**config.mk**
```make
export PLATFORM = sky130hd
export DESIGN_NAME = ct_rx_timeout_timer
export DESIGN_NICKNAME = d
export VERILOG_FILES = /design/src/rtl/ct_pkg.sv /design/src/rtl/ct_bus_decode.sv /design/src/rtl/ct_count_core.sv /design/src/rtl/ct_status.sv /design/src/rtl/ct_rx_timeout_timer.sv
export SDC_FILE = /design/constraint.sdc
export NUM_CORES = 1
export LEC_CHECK = 0
export ABC_AREA = 1
export BUFFER_PORTS_ARGS = -buffer_cell sky130_fd_sc_hd__buf_2
export CORE_MARGIN = 5
export CORE_UTILIZATION = 60
export DETAILED_ROUTE_END_ITERATION = 16
export GPL_TIMING_DRIVEN = 0
export PLACE_DENSITY = 0.84
export SLEW_MARGIN = 40
export SYNTH_ARGS = -nofsm -noshare
export SYNTH_HDL_FRONTEND = slang
export SYNTH_HIERARCHICAL = 1
export SYNTH_SLANG_ARGS = --single-unit
```
**constraint.sdc**
```tcl
create_clock -name clk -period 2.9 [get_ports clk]
set_clock_uncertainty 0.05 [all_clocks]
set_input_delay 0.145 -clock clk [delete_from_list [all_inputs] [get_ports clk]]
set_output_delay 0.145 -clock clk [all_outputs]
set_load 0.05 [all_outputs]
```
**src/rtl/ct_pkg.sv**
```systemverilog
package ct_pkg;
  localparam int ADDR_MODE    = 4;
  localparam int ADDR_MASK    = 5;
  localparam int ADDR_PRE_HI  = 6;
  localparam int ADDR_PRE_LO  = 7;
  localparam int ADDR_START   = 14;
  localparam int ADDR_STOP    = 15;
  localparam int MASK_BIT     = 3;

  typedef struct packed {
    logic start;
    logic stop;
    logic xfer;
  } ct_cmd_t;
endpackage

```
**src/rtl/ct_bus_decode.sv**
```systemverilog
module ct_bus_decode
  import ct_pkg::*;
#(
  parameter int ADDR_W = 4,
  parameter int BYTE_W = 8,
  localparam int PRE_W = 2 * BYTE_W
) (
  input  logic              clk,
  input  logic              rst_n,
  input  logic              bus_wr,
  input  logic              bus_rd,
  input  logic [ADDR_W-1:0] bus_addr,
  input  logic [BYTE_W-1:0] bus_wdata,
  input  logic              rx_xfer,
  output logic [PRE_W-1:0]  preload,
  output logic              mask_en,
  output logic              timeout_mode,
  output ct_cmd_t           cmd
);
  logic [BYTE_W-1:0] pre_hi_q, pre_lo_q;
  logic              mask_q, mode_q;

  function automatic logic hit(input logic [ADDR_W-1:0] a, input int target);
    return a == ADDR_W'(target);
  endfunction

  always_ff @(posedge clk) begin
    if (!rst_n) begin
      pre_hi_q <= '0;
      pre_lo_q <= '0;
      mask_q   <= 1'b0;
      mode_q   <= 1'b0;
    end else if (bus_wr) begin
      if (hit(bus_addr, ADDR_PRE_HI)) pre_hi_q <= bus_wdata;
      if (hit(bus_addr, ADDR_PRE_LO)) pre_lo_q <= bus_wdata;
      if (hit(bus_addr, ADDR_MASK))   mask_q   <= bus_wdata[MASK_BIT];
      if (hit(bus_addr, ADDR_MODE))   mode_q   <= bus_wdata[0];
    end
  end

  always_comb begin
    cmd.start = bus_rd && !bus_wr && hit(bus_addr, ADDR_START);
    cmd.stop  = bus_rd && !bus_wr && hit(bus_addr, ADDR_STOP);
    cmd.xfer  = rx_xfer && mode_q;
  end

  assign preload      = {pre_hi_q, pre_lo_q};
  assign mask_en      = mask_q;
  assign timeout_mode = mode_q;

  // a transfer pulse in periodic mode never yields a command
  a_r6_xfer_gated: assert property (@(posedge clk) disable iff (!rst_n)
    (rx_xfer && !timeout_mode) |-> !cmd.xfer);
endmodule

```
**src/rtl/ct_count_core.sv**
```systemverilog
module ct_count_core
  import ct_pkg::*;
#(
  parameter int CNT_W = 16
) (
  input  logic             clk,
  input  logic             rst_n,
  input  logic             tick_en,
  input  ct_cmd_t          cmd,
  input  logic [CNT_W-1:0] preload,
  input  logic             timeout_mode,
  output logic [CNT_W-1:0] count,
  output logic             expire
);
  localparam logic [CNT_W-1:0] ONE = CNT_W'(1);

  logic [CNT_W-1:0] count_q;
  logic             running_q, armed_q;
  logic             reload_cmd, at_end;

  assign reload_cmd = cmd.start || cmd.xfer;
  assign at_end     = (count_q <= ONE);
  assign expire     = running_q && tick_en && !reload_cmd && at_end &&
                      (!timeout_mode || armed_q);

  always_ff @(posedge clk) begin
    if (!rst_n) begin
      count_q   <= '0;
      running_q <= 1'b0;
      armed_q   <= 1'b0;
    end else if (reload_cmd) begin
      count_q   <= preload;
      running_q <= 1'b1;
      armed_q   <= 1'b1;
    end else if (running_q && tick_en) begin
      if (timeout_mode) begin
        if (armed_q) begin
          count_q <= at_end ? '0 : count_q - ONE;
          if (at_end) armed_q <= 1'b0;
        end
      end else begin
        count_q <= at_end ? preload : count_q - ONE;
      end
    end
  end

  assign count = count_q;

  // idle counter does not move on a tick
  a_r1_idle_hold: assert property (@(posedge clk) disable iff (!rst_n)
    (!running_q && !reload_cmd) |=> $stable(count_q));
  // a start loads the preload on the next edge
  a_r2_start_loads: assert property (@(posedge clk) disable iff (!rst_n)
    cmd.start |=> count_q == $past(preload));
  // no tick and no reload keeps the count
  a_r3_no_tick_stable: assert property (@(posedge clk) disable iff (!rst_n)
    (!tick_en && !reload_cmd) |=> $stable(count_q));
  // a disarmed timeout count rests at zero
  a_r7_park_zero: assert property (@(posedge clk) disable iff (!rst_n)
    (timeout_mode && !armed_q && running_q && !reload_cmd) |=> count_q == '0);
endmodule

```
**src/rtl/ct_status.sv**
```systemverilog
module ct_status (
  input  logic clk,
  input  logic rst_n,
  input  logic expire,
  input  logic stop,
  input  logic mask_en,
  output logic ready,
  output logic irq
);
  logic ready_q;

  always_ff @(posedge clk) begin
    if (!rst_n)      ready_q <= 1'b0;
    else if (expire) ready_q <= 1'b1;
    else if (stop)   ready_q <= 1'b0;
  end

  assign ready = ready_q;
  assign irq   = ready_q && mask_en;

  // stop without a concurrent expiry clears the flag
  a_r5_stop_clears: assert property (@(posedge clk) disable iff (!rst_n)
    (stop && !expire) |=> !ready);
  // expiry wins over stop
  a_r5_expire_sets: assert property (@(posedge clk) disable iff (!rst_n)
    expire |=> ready);
endmodule

```
**src/rtl/ct_rx_timeout_timer.sv**
```systemverilog
module ct_rx_timeout_timer
  import ct_pkg::*;
#(
  parameter int ADDR_W = 4,
  parameter int CNT_W  = 16,
  localparam int BYTE_W = CNT_W / 2
) (
  input  logic              clk,
  input  logic              rst_n,
  input  logic              bus_wr,
  input  logic              bus_rd,
  input  logic [ADDR_W-1:0] bus_addr,
  input  logic [BYTE_W-1:0] bus_wdata,
  input  logic              tick_en,
  input  logic              rx_xfer,
  output logic [CNT_W-1:0]  count,
  output logic              ready,
  output logic              irq
);
  logic [CNT_W-1:0] preload;
  logic             mask_en, timeout_mode, expire;
  ct_cmd_t          cmd;

  ct_bus_decode #(.ADDR_W(ADDR_W), .BYTE_W(BYTE_W)) u_decode (
    .clk, .rst_n, .bus_wr, .bus_rd, .bus_addr, .bus_wdata, .rx_xfer,
    .preload, .mask_en, .timeout_mode, .cmd
  );

  ct_count_core #(.CNT_W(CNT_W)) u_core (
    .clk, .rst_n, .tick_en, .cmd, .preload, .timeout_mode, .count, .expire
  );

  ct_status u_status (
    .clk, .rst_n, .expire, .stop(cmd.stop), .mask_en, .ready, .irq
  );

  // interrupt is the masked ready flag
  a_r8_irq_gate: assert property (@(posedge clk) disable iff (!rst_n)
    irq == (ready && mask_en));
endmodule

```
# Yosys cells after proc, flatten, opt, wreduce, memory -nomap -nowiden
# Cells that the tools add are included.
# Widths: inputs -> output; s select.
# op_classes
n_addsub,1
multipliers,0
n_div,0
n_lt_le_gt_ge,1
n_eq_ne,7
shift,0
n_mux,13
n_bitwise,0
reduce_logical,23
# op_table
operator,count
$mux 16,6
$eq 4x3->1 const B,4
$le 16x1->1 const B,1
$sub 16x1->16 const B,1
$reduce_and 2->1,6
$logic_and 1x1->1,9
$eq 4x4->1 const B,2
$mux 1,7
$reduce_bool 2->1,3
$logic_not 1->1,3
$ne 3x1->1 const B,1
$logic_or 1x1->1,2
# word_totals
regBits,37
latchBits,0
ram_bits,0
mem_bits_ro,0
elab_cells,53
memories,0

# Longest topological paths before layout
# logic_depth
word_depth,9
mapped_depth,13

# Modules after synthesis
# The synthesis kept the hierarchy.
# modules_own_cells
mod,instances,cells_per_inst,area_each_um2,seq_area_each_um2
ct_count_core,1,230,1437.6,360.3
ct_bus_decode,1,120,865.8,360.3
ct_status,1,8,51.3,20.0

# Least setup slack after synthesis
# No wires, ideal clock.
# synth_timing
path_kind,register -> register
start,reg u_core.count_q[0] (netlist: u_core/count[0])
end,reg u_core.count_q[10] (netlist: u_core/count[10])
setup_ps,109
arrival_time_ps,1760
setup_slack_ps,981
path_stages_with_launch,14
synth_period_minus_slack_ps,1919
cell_sequence,dfxtp_1 -> inv_1 -> ha_1 -> inv_1 -> nand2_1 -> nand3_1 -> nor2_2 -> nand2_4 -> nand2_4 -> buf_12 -> nand3_2 -> nand3_1 -> nand2_1 -> inv_1
# synth_via
elab_chain_cells,6
# synth_lines
element,line,text
"start, declared",ct_count_core.sv:17,logic [CNT_W-1:0] count_q;
"start signal, assigned",ct_count_core.sv:32,count_q <= preload;
"start signal, assigned",ct_count_core.sv:38,count_q <= at_end ? '0 : count_q - ONE;
"start signal, assigned",ct_count_core.sv:42,count_q <= at_end ? preload : count_q - ONE;
$sub 16x1->16 or $le 16x1->1 (tied branches),"ct_count_core.sv:38, ct_count_core.sv:42, ct_count_core.sv:22",
$mux 16,ct_count_core.sv:38,
$mux 16,ct_count_core.sv:37,if (armed_q) begin
$mux 16 (*),ct_count_core.sv:36,if (timeout_mode) begin
$mux 16 (*),ct_count_core.sv:35,end else if (running_q && tick_en) begin
$mux 16 (*),ct_count_core.sv:31,end else if (reload_cmd) begin
# Mark *: on every way between the ends. The rest lies on a longest branch, timed or not. The select of a mux whose other input is x is not followed.
# A chain may end at the register's enable or synchronous reset.

# Worst setup path after layout
# layout_timing
start,reg u_core.count_q[0] (netlist: u_core/count[0])
end,reg u_status.ready_q (netlist: u_status/ready)
# layout_via
elab_chain_cells,4
# layout_lines
element,line,text
$le 16x1->1 (*),ct_count_core.sv:22,assign at_end = (count_q <= ONE);
$logic_and 1x1->1 (*) (2 in series),ct_count_core.sv:23,assign expire = running_q && tick_en && !reload_cmd && at_end &&
via expire,ct_rx_timeout_timer.sv:21,"logic mask_en, timeout_mode, expire;"
$mux 1 or $reduce_bool 2->1 (tied branches),-,
"end signal, assigned",ct_status.sv:13,if (!rst_n) ready_q <= 1'b0;
"end signal, assigned",ct_status.sv:14,else if (expire) ready_q <= 1'b1;
"end signal, assigned",ct_status.sv:15,else if (stop) ready_q <= 1'b0;
"end, declared",ct_status.sv:10,logic ready_q;
# The timed path passes the listed nets; every way through them passes the cells marked *.

==> impl_results.md <==
- Maximum Capacitance Violations: 0
- Gp weighted congestion: 0.963
- Post CTS Setup Buffer Count: 0
- Worst-skew pair later-pin latency: 280 ps
- Predominant post-synthesis flop cell: dfxtp_1
- Synth top area share: 0.315
- Synth Cell Area: 2350 um2
- Seq/Total Area, Yosys: 0.315
- CP bufs+invs: 4
- Worst path slowest cell: dfxtp_1
- Routed WL per cell: 12.9 um
- Number of global-route vias before repair: 2175
- Worst path top cell family by delay: simple AND/OR/NAND/NOR gates
- Fin. max-slew vios: 0
- First-pass GRT wire length: 10000 um
- Worst Hold Class: in2reg
- Total track usage: 0.236
- Asr flop ratio synth: 0
- Detail Placement HPWL: 4460 um
- Share of post-route cells with drive strength above 1: 0.202
- #FFs+latches synth: 37
- NetSw: 469 uW
- Cells after synthesis: 358
- Design Power: 1.31 mW
- Worst Max-Slew Pin Slew: 457 ps
- Most frequent CP cell: inv_1
- Layout net count: 420
- CP Class: reg2reg
- RSZ-0062 raised after global routing: false
- Via density: 5.40
- Root buffer cell: clkbuf_8
- PortBufs: 35
- Hold Slack: 108 ps
- Setup crit end kind: flip-flop
- Reg power frac: 0.411
- EDFF count, synth: 0
- Die X: 72.6 um
- Die Ht: 72.6 um
- Largest net degree at the start of global routing: 12
- Worst hold stages: 3
- Grt total ovfl: 0
- CTS clk-pin slew, worst paths: 70 ps
- TritonCTS clock tree: done
- Synth area leader: dfxtp_1
- Most frequent cell after synthesis: nand2_1
- DRC: 0
- Hold Violations, Final: 0
- Worst slew margin: 0.693
- Final setup violation count: 0
- Clk network pwr share: 0.262
- Worst path depth: 11
- Crit Path Max Fanout: 10
- Arrival time worst endpoint: 2080 ps
- Top cells by count, synth: nand2_1, nand3_1, inv_1, nor2_1, dfxtp_1
- Fmax: 526 MHz
- # diodes: 0
- Ranking of synthesized cells by area: dfxtp_1, nand2_1, nand3_1
- Placed Cells: 441
- Switching share of power: 0.358
- Die footprint: 5280 um2
- Detailed-route via count: 2424
- Synth Area per Inst: 6.58 um2
- DRT iter0 DRCs: 256
- Power per Cell Area: 491 nW/um2
- Ys Warns: 6
- Worst EP required: 3080 ps
- Worst path cell trace: inv_1, ha_1, inv_1, nand2_1, nand3_1, nor2_2, nand2_4, buf_6, nor3_1, inv_1, a21oi_2
- Reg2Reg Depth: 11
- LEAKAGE: 1.37 nW
- Core outline area: 3740 um2
- Pint: 843 uW
- Syn Nets: 378
- FP Rows: 22
- Post-route setup slack: 998 ps
- 1st-pass router iterations: 5
- Netlist cell types: 32
- Initial core utilization: 0.629
- Peak supply drop: 0.205 mV
- Resized Gates After CTS: 0
- Initial antenna violation count: 0
- Post-route clock period utilization: 0.656
- Pre-CTS setup slack: 1080 ps
- WL final: 5780 um
- Post-route ant nets: 0
- Worst setup SP type: flip-flop
- Clock buffer count from CTS: 5
- IO Pins: 36
- Clock Sinks: 37
- Crit path time final: 1900 ps
- Maximum level of the CTS H-tree: 2
- Setup TNS: 0 ps
- Area Overhead vs Synth: 13.5%
- Finished Layout Cells: 449
- Post-CTS Hold Buffers: 0
- Max stage delay on crit path: 330 ps
- Deepest clock path buffer count: 2
- R2R setup slack: 1000 ps
- Outcome: finished, final reports clean
- Gate power share: 0.327
[area by class of cell]
class | instances | area [um2]
multi-input cells | 254 | 1260
fillers | 352 | 1070
flip-flops and latches | 37 | 741
inverters | 52 | 198
repair buffers | 35 | 175
plain buffers | 15 | 153
clock buffers | 6 | 72.6
well taps | 48 | 60.1
clock inverters | 2 | 10.0
[layout by cell type, fill, tap and decap left out, types with 5 or more instances in the layout]
cell type and n:
a21oi_1 20, a31oi_1 7, buf_2 36, buf_6 5, clkbuf_8 6, dfxtp_1 37
inv_1 49, nand2_1 77, nand3_1 50, nor2_1 43, nor2_4 6, o21ai_0 20
[per-layer routing]
| metal | vias up | track usage | share of wire |
|---|---|---|---|
| li1 | 1233 | - | - |
| met1 | 1065 | 0.320 | 0.43 |
| met2 | 110 | 0.385 | 0.47 |
| met3 | 16 | 0.0399 | 0.075 |
| met4 | 0 | 0.0676 | 0.019 |
| met5 | - | 0 | 0 |
[per-stage QoR]
step | area, um2 | util
3_3_place_gp | 2590 | 0.692
3_5_place_dp | 2590 | 0.692
6_report | 2670 | 0.714
2_1_floorplan | 2350 | -
4_1_cts | 2670 | 0.714
5_1_grt | 2670 | 0.714
[cell families after synthesis]
kind of cell             synth area share
AO/OA/AOI/OAI                       0.124
XOR/XNOR                           0.0112
adder cells (fa/ha/maj)            0.0106
buffers and inverters               0.149
flip-flops                          0.315
AND/OR/NAND/NOR                     0.391
[worst register-to-register path: stages, from the launching register on]
cell,delay (ps)
dfxtp_1,330
inv_1,110
ha_1,220
inv_1,70
nand2_1,70
nand3_1,90
nor2_2,160
nand2_4,90
buf_6,160
nor3_1,230
inv_1,120
a21oi_2,140
[flip-flops by register name, indices dropped and copies added (netlist names)]
name                   flops
u_status/ready             1
u_core/count              16
u_decode/pre_lo_q          8
u_decode/pre_hi_q          8
u_core/running_q           1
u_decode/mask_en           1
u_core/armed_q             1
u_decode/timeout_mode      1
[power groups by stage]
stage	clock [mW]	combinational, mW	sequential (mW)
detailed placement	0	0.420	0.551
global route	0.380	0.479	0.542
global placement	0	0.411	0.550
CTS	0.354	0.423	0.539
floorplan	0	0.302	0.577
finish	0.344	0.429	0.539
[path summary, 6_finish.rpt]
check,start,to
worst max register to register,u_core/count[0],u_status/ready
worst min register to register,u_core/running_q,u_core/running_q
worst max-delay path,u_core/count[0],u_status/ready
worst min-delay path,rst_n,u_status/ready
Power figures use the tool's default switching activity.
